`config.mk`:
```
export PLATFORM = sky130hd
export DESIGN_NAME = rxmb_allocator
export DESIGN_NICKNAME = d
export VERILOG_FILES = /design/src/rtl/rxmb_pkg.sv /design/src/rtl/rxmb_accept.sv /design/src/rtl/rxmb_pick.sv /design/src/rtl/rxmb_allocator.sv
export SDC_FILE = /design/constraint.sdc
export NUM_CORES = 2
export LEC_CHECK = 0
export ABC_AREA = 0
export CAP_MARGIN = 20
export CORE_MARGIN = 10
export CORE_UTILIZATION = 65
export DETAILED_ROUTE_END_ITERATION = 7
export DONT_BUFFER_PORTS = 1
export PLACE_DENSITY = 0.92
export SLEW_MARGIN = 15
export SYNTH_ARGS = -nofsm -noshare
export SYNTH_HDL_FRONTEND = slang
export SYNTH_SLANG_ARGS = --single-unit
```
`constraint.sdc`:
```
create_clock -name clk -period 9.5 [get_ports clk]
set_clock_uncertainty 0.05 [all_clocks]
set_input_delay 2.85 -clock clk [delete_from_list [all_inputs] [get_ports clk]]
set_output_delay 2.85 -clock clk [all_outputs]
set_load 0.005 [all_outputs]
```
`src/rtl/rxmb_pkg.sv`:
```
package rxmb_pkg;
    localparam int ID_W    = 29;
    localparam int STD_W   = 11;
    localparam int STD_LSB = ID_W - STD_W;
    localparam int MASK_W  = ID_W + 1;
    localparam int DLC_W   = 4;
    localparam int DATA_W  = 64;
    localparam int WORD_W  = 32;

    typedef struct packed {
        logic            ide;
        logic            ame;
        logic            aam;
        logic [ID_W-1:0] id;
    } id_word_t;

    typedef struct packed {
        logic              en;
        logic              rx;
        logic              prot;
        logic [MASK_W-1:0] mask;
        id_word_t          idw;
        logic              rtr;
        logic [DLC_W-1:0]  dlc;
        logic [DATA_W-1:0] data;
    } mbox_t;

    function automatic logic [ID_W-1:0] align_id(input logic ide, input logic [ID_W-1:0] id);
        return ide ? id : {id[STD_W-1:0], {STD_LSB{1'b0}}};
    endfunction
endpackage

```
`src/rtl/rxmb_accept.sv`:
```
module rxmb_accept
    import rxmb_pkg::*;
#(
    parameter int NUM_MB = 8
) (
    input  mbox_t [NUM_MB-1:0] mb_i,
    input  logic               ide_i,
    input  logic [ID_W-1:0]    fid_i,
    output logic [NUM_MB-1:0]  hit_o
);
    localparam logic [ID_W-1:0] STD_CARE = {{STD_W{1'b1}}, {STD_LSB{1'b0}}};

    for (genvar i = 0; i < NUM_MB; i++) begin : g_mb
        logic [ID_W-1:0] dont_care;
        logic [ID_W-1:0] care;
        logic            ide_ok;
        assign dont_care = mb_i[i].idw.ame ? mb_i[i].mask[ID_W-1:0] : '0;
        assign care      = ~dont_care & (ide_i ? {ID_W{1'b1}} : STD_CARE);
        assign ide_ok    = (mb_i[i].idw.ide == ide_i) ||
                           (mb_i[i].idw.ame && mb_i[i].mask[MASK_W-1]);
        assign hit_o[i]  = mb_i[i].en && mb_i[i].rx && ide_ok &&
                           (((fid_i ^ mb_i[i].idw.id) & care) == '0);
    end
endmodule

```
`src/rtl/rxmb_pick.sv`:
```
module rxmb_pick #(
    parameter int N  = 8,
    parameter int IW = 3
) (
    input  logic [N-1:0]  req_i,
    output logic          found_o,
    output logic [IW-1:0] idx_o
);
    always_comb begin
        found_o = 1'b0;
        idx_o   = '0;
        for (int i = 0; i < N; i++) begin
            if (req_i[i]) begin
                found_o = 1'b1;
                idx_o   = IW'(i);
            end
        end
    end
endmodule

```
`src/rtl/rxmb_allocator.sv`:
```
module rxmb_allocator
    import rxmb_pkg::*;
#(
    parameter  int NUM_MB = 8,
    localparam int IDX_W  = (NUM_MB > 1) ? $clog2(NUM_MB) : 1
) (
    input  logic                clk,
    input  logic                rst_n,
    input  logic                cfg_we,
    input  logic [IDX_W-1:0]    cfg_idx,
    input  logic                cfg_en,
    input  logic                cfg_rx,
    input  logic                cfg_prot,
    input  logic [WORD_W-1:0]   cfg_id_word,
    input  logic [MASK_W-1:0]   cfg_mask,
    input  logic                frm_valid,
    input  logic                frm_ide,
    input  logic                frm_rtr,
    input  logic [ID_W-1:0]     frm_id,
    input  logic [DLC_W-1:0]    frm_dlc,
    input  logic [DATA_W-1:0]   frm_data,
    input  logic [NUM_MB-1:0]   pend_clr,
    input  logic [NUM_MB-1:0]   lost_clr,
    input  logic                lost_flag_clr,
    input  logic [IDX_W-1:0]    rd_idx,
    output logic [WORD_W-1:0]   rd_id_word,
    output logic [DLC_W:0]      rd_ctrl,
    output logic [WORD_W-1:0]   rd_data_lo,
    output logic [WORD_W-1:0]   rd_data_hi,
    output logic [NUM_MB-1:0]   pending,
    output logic [NUM_MB-1:0]   lost,
    output logic                lost_flag
);
    typedef struct packed {
        mbox_t [NUM_MB-1:0] mb;
        logic  [NUM_MB-1:0] pend;
        logic  [NUM_MB-1:0] lost;
        logic               flag;
    } state_t;

    state_t             st_q, st_d;
    logic [ID_W-1:0]    fid;
    logic [NUM_MB-1:0]  hit;
    logic [NUM_MB-1:0]  free_hit;
    logic               best_found, free_found;
    logic [IDX_W-1:0]   best_idx, free_idx;

    assign fid = align_id(frm_ide, frm_id);

    rxmb_accept #(.NUM_MB(NUM_MB)) u_accept (
        .mb_i  (st_q.mb),
        .ide_i (frm_ide),
        .fid_i (fid),
        .hit_o (hit)
    );

    assign free_hit = hit & ~st_q.pend;

    rxmb_pick #(.N(NUM_MB), .IW(IDX_W)) u_pick_best (
        .req_i   (hit),
        .found_o (best_found),
        .idx_o   (best_idx)
    );

    rxmb_pick #(.N(NUM_MB), .IW(IDX_W)) u_pick_free (
        .req_i   (free_hit),
        .found_o (free_found),
        .idx_o   (free_idx)
    );

    always_comb begin
        logic             store;
        logic             mark_lost;
        logic [IDX_W-1:0] tgt;
        st_d      = st_q;
        store     = 1'b0;
        mark_lost = 1'b0;
        tgt       = best_idx;
        st_d.pend = st_q.pend & ~pend_clr;
        st_d.lost = st_q.lost & ~lost_clr;
        st_d.flag = st_q.flag & ~lost_flag_clr;
        if (frm_valid && best_found) begin
            if (!st_q.pend[best_idx]) begin
                store = 1'b1;
            end else if (!st_q.mb[best_idx].prot) begin
                store     = 1'b1;
                mark_lost = 1'b1;
            end else if (free_found) begin
                store = 1'b1;
                tgt   = free_idx;
            end else begin
                mark_lost = 1'b1;
            end
        end
        if (mark_lost) begin
            st_d.lost[best_idx] = 1'b1;
            st_d.flag           = 1'b1;
        end
        if (store) begin
            st_d.pend[tgt]       = 1'b1;
            st_d.mb[tgt].idw.ide = frm_ide;
            st_d.mb[tgt].idw.id  = fid;
            st_d.mb[tgt].rtr     = frm_rtr;
            st_d.mb[tgt].dlc     = frm_dlc;
            st_d.mb[tgt].data    = frm_data;
        end
        if (cfg_we && (int'(cfg_idx) < NUM_MB)) begin
            st_d.mb[cfg_idx].en   = cfg_en;
            st_d.mb[cfg_idx].rx   = cfg_rx;
            st_d.mb[cfg_idx].prot = cfg_prot;
            st_d.mb[cfg_idx].mask = cfg_mask;
            st_d.mb[cfg_idx].idw  = id_word_t'(cfg_id_word);
        end
    end

    always_ff @(posedge clk or negedge rst_n) begin
        if (!rst_n) begin
            st_q <= '0;
        end else begin
            st_q <= st_d;
        end
    end

    always_comb begin
        rd_id_word = '0;
        rd_ctrl    = '0;
        rd_data_lo = '0;
        rd_data_hi = '0;
        if (int'(rd_idx) < NUM_MB) begin
            rd_id_word = st_q.mb[rd_idx].idw;
            rd_ctrl    = {st_q.mb[rd_idx].rtr, st_q.mb[rd_idx].dlc};
            rd_data_lo = st_q.mb[rd_idx].data[WORD_W-1:0];
            rd_data_hi = st_q.mb[rd_idx].data[DATA_W-1:WORD_W];
        end
    end

    assign pending   = st_q.pend;
    assign lost      = st_q.lost;
    assign lost_flag = st_q.flag;
endmodule

```
==> impl_metrics.tcl <==
set metrics [dict create \
    design_area_um2 61200 \
    synth.yosys.seq_area_share_pct 47.9 \
    ios 309 \
    nets 5099 \
    die_w_um 316 \
    avgViaCountPerCell 7.58 \
    core.rowCount 108 \
    synth_cells 5261 \
    cts_sinks 1089 \
    firstDrtPassIters 8 \
    timing.final.hold_violations 0 \
    fin_crit_sh_pct 90.8 \
    synth-seq-cells 1089 \
    worstHoldPathType "flip-flop to flip-flop" \
    hold_buffers 0 \
    p_leak_nw 27.6 \
    wl_mm 205 \
    synth_top_area_share_pct 47.9 \
    grt_pass1_vias 46200 \
    violations "DRC" \
    post_cts_buffers 0 \
    synth_edf_count 0 \
    setup_viol 0 \
    slew_violations 0 \
    critical_path_arrival_ns 9.19 \
    drtIter0Drc 8832 \
    worst_setup_path_start_kind "input port" \
    layout-drive-gt1-share_pct 19.4 \
    io_buffers 0 \
    grt_max_degree 1090 \
    placed_area_um2 57100 \
    slew_headroom_pct 7.93 \
    ant_nets 0 \
    end_kind "flip-flop" \
    fin_setup_tns_ns 0 \
    clock-root-buffer "clkbuf_16" \
    cp.required_ns 10.07 \
    start_util_pct 65.6 \
    syn_avg_cell_area_um2 10.8 \
    power.share.clock_pct 38.6 \
    clk_pin_slew_ns 0.06 \
    crit_path_cell_trace "and2_1 -> xnor2_1 -> o2111ai_1 -> nor4_1 -> a31oi_1 -> o22ai_1 -> and4b_1 -> a32o_1 -> o31ai_1 -> and4_1 -> mux2_8 -> nor3_4 -> buf_12 -> mux2_2" \
    syn_area_um2 56900 \
    clock.fmax_ghz 0.116 \
    worstSetupPathType "input port to flip-flop" \
    grt_antenna_before_repair 10 \
    tightest_slew_ns 1.38 \
    cts_resized 0 \
    synth_cell_types 76 \
    cp_top_family "simple AND/OR/NAND/NOR gates" \
    place.gp.congestion 1.04 \
    clockBufferDepth 3 \
    clk_latency_ns 0.75 \
    synthArstFlopShare_pct 100 \
    status "complete, but fails checks" \
    synth_common_cells "dfrtp_1, nand2_1, mux2_2" \
    grt_overflow 0 \
    drc_errors 61 \
    path_max_fanout 137 \
    p_comb_share_pct 15.2 \
    cp_num_buf_inv 1 \
    netSwitchingFraction_pct 29.2 \
    dpl.hpwl_mm 119 \
    cts_inserted_buffers 109 \
    p_per_area_nw_per_um2 197 \
    core_area_um2 86800 \
    cts_tree "yes" \
    synthToLayoutAreaGrowth_pct 7.59 \
    yosysMostFrequentCell "dfrtp_1" \
    grt_pass1_wl_mm 303 \
    p_switching_mw 3.53 \
    peakVddDrop_mv 0.205 \
    synth.largest_area_cell "dfrtp_1" \
    grt_util_all_layers_pct 40.6 \
    n_fill_cell 5474 \
    max_stage_delay_ns 1.06 \
    vias 46700 \
    die_area_um2 99800 \
    crit_path_top_delay_cell "xnor2_1" \
    yosys_warnings 0 \
    synth-main-ff-cell "dfrtp_1" \
    cts-htree-levels 3 \
    die_y_um 316 \
    fin_crit_ns 8.63 \
    yosys-top-cells-area "dfrtp_1, mux2_2, mux4_2, nand2_1, mux2_1" \
    cell_internal_pwr_mw 8.55 \
    rsz0062_at_grt "no" \
    syn_nets 5452 \
    seqPwrFrac_pct 46.2 \
    maxCapViolCount 0 \
    routedWlPerCell_um 33.3 \
]
-- layout make-up --
| class | instances | area, um2 | area share, % |
|---|---|---|---|
| antenna | 11 | 27.5 | 0.0450 |
| clock buffer | 157 | 3190 | 5.21 |
| clock inverter | 41 | 683 | 1.12 |
| sequential | 1089 | 27300 | 44.5 |
| inverter | 22 | 82.6 | 0.135 |
| timing repair buffer | 83 | 1080 | 1.76 |
| tap | 1155 | 1450 | 2.36 |
| multi-input combinational | 3603 | 27400 | 44.8 |
-- layout by cell type (no fill, tap or decap), types with 23 or more instances in the layout --
cell / netlist / final
o41ai_1: 40 / 40
buf_12: 0 / 25
dfrtp_1: 1089 / 1088
and2_1: 26 / 26
buf_4: 54 / 51
a22oi_1: 24 / 24
nand2_1: 1070 / 1067
o21ai_0: 51 / 51
nor2_1: 205 / 199
nor4_1: 63 / 63
xor2_1: 25 / 25
mux2_2: 465 / 463
o22ai_1: 29 / 29
clkbuf_8: 0 / 28
xnor2_1: 211 / 210
mux4_2: 202 / 202
o31ai_1: 204 / 204
a31oi_1: 265 / 265
mux2_1: 202 / 202
clkbuf_16: 0 / 109
o21ai_1: 23 / 23
a21oi_1: 108 / 108
nand4_1: 146 / 146
-- worst paths after layout --
| check | startpoint | end | slack, ns | cells past startpoint |
|---|---|---|---|---|
| worst max-delay path | frm_ide | st_q[25] | 0.87 | 14 |
| worst min-delay path | st_q[1075] | st_q[1075] | 0.42 | 2 |
| worst max register to register | st_q[786] | st_q[25] | 2.74 | 12 |
| worst min register to register | st_q[1075] | st_q[1075] | 0.42 | 2 |
| max in group asynchronous | rst_n | pending[4] | 5.43 | 2 |
| min in group asynchronous | rst_n | st_q[816] | 1.75 | 0 |
-- stage by stage --
step	power, mW	instances	util (%)	setup WS (ns)	hold slack (ns)
2_1_floorplan	6.69	5261	-	1.64	0.388
3_3_place_gp	7.11	5943	65.8	0.805	0.400
3_5_place_dp	7.20	5943	65.8	0.770	0.405
4_1_cts	11.8	6141	70.2	1.50	0.421
5_1_grt	12.4	6154	70.5	0.959	0.443
6_report	12.1	6161	70.5	0.870	0.422
-- state kept, by name (all words and copies together) (netlist names) --
register / cells
pending: 8
lost: 8
lost_flag: 1
st_q: 1072
-- routing by layer --
layer  up-vias  routed length (um)  track usage, %
li1      18200                   -               -
met1     22600               64200            46.1
met2      4389               87100            58.2
met3      1426               32500            20.2
met4        18               20700            30.5
met5         -                 319            2.85
-- logic make-up after synthesis --
kind of cell,share of synthesized area [%]
muxes,21.5
AOI/OAI and AO/OA,10.2
and+or+nand+nor,12.4
xor gates and xnor gates,3.63
DFF,47.9
buffers and inverters,4.36
-- power groups by stage --
stage | clock network [mW] | logic [mW] | registers (mW)
final | 4.67 | 1.83 | 5.58
after global routing | 4.84 | 1.92 | 5.60
after CTS | 4.65 | 1.62 | 5.53
after detailed placement | 0 | 1.59 | 5.60
after global placement | 0 | 1.53 | 5.58
after floorplan | 0 | 1.25 | 5.44
-- tightest hold or removal path: stages, from the launching register on --
cell	delay, ns
dfrtp_1	0.34
nand2_1	0.05
nand2_1	0.05
Note: power is estimated with default switching activity, not from simulation.
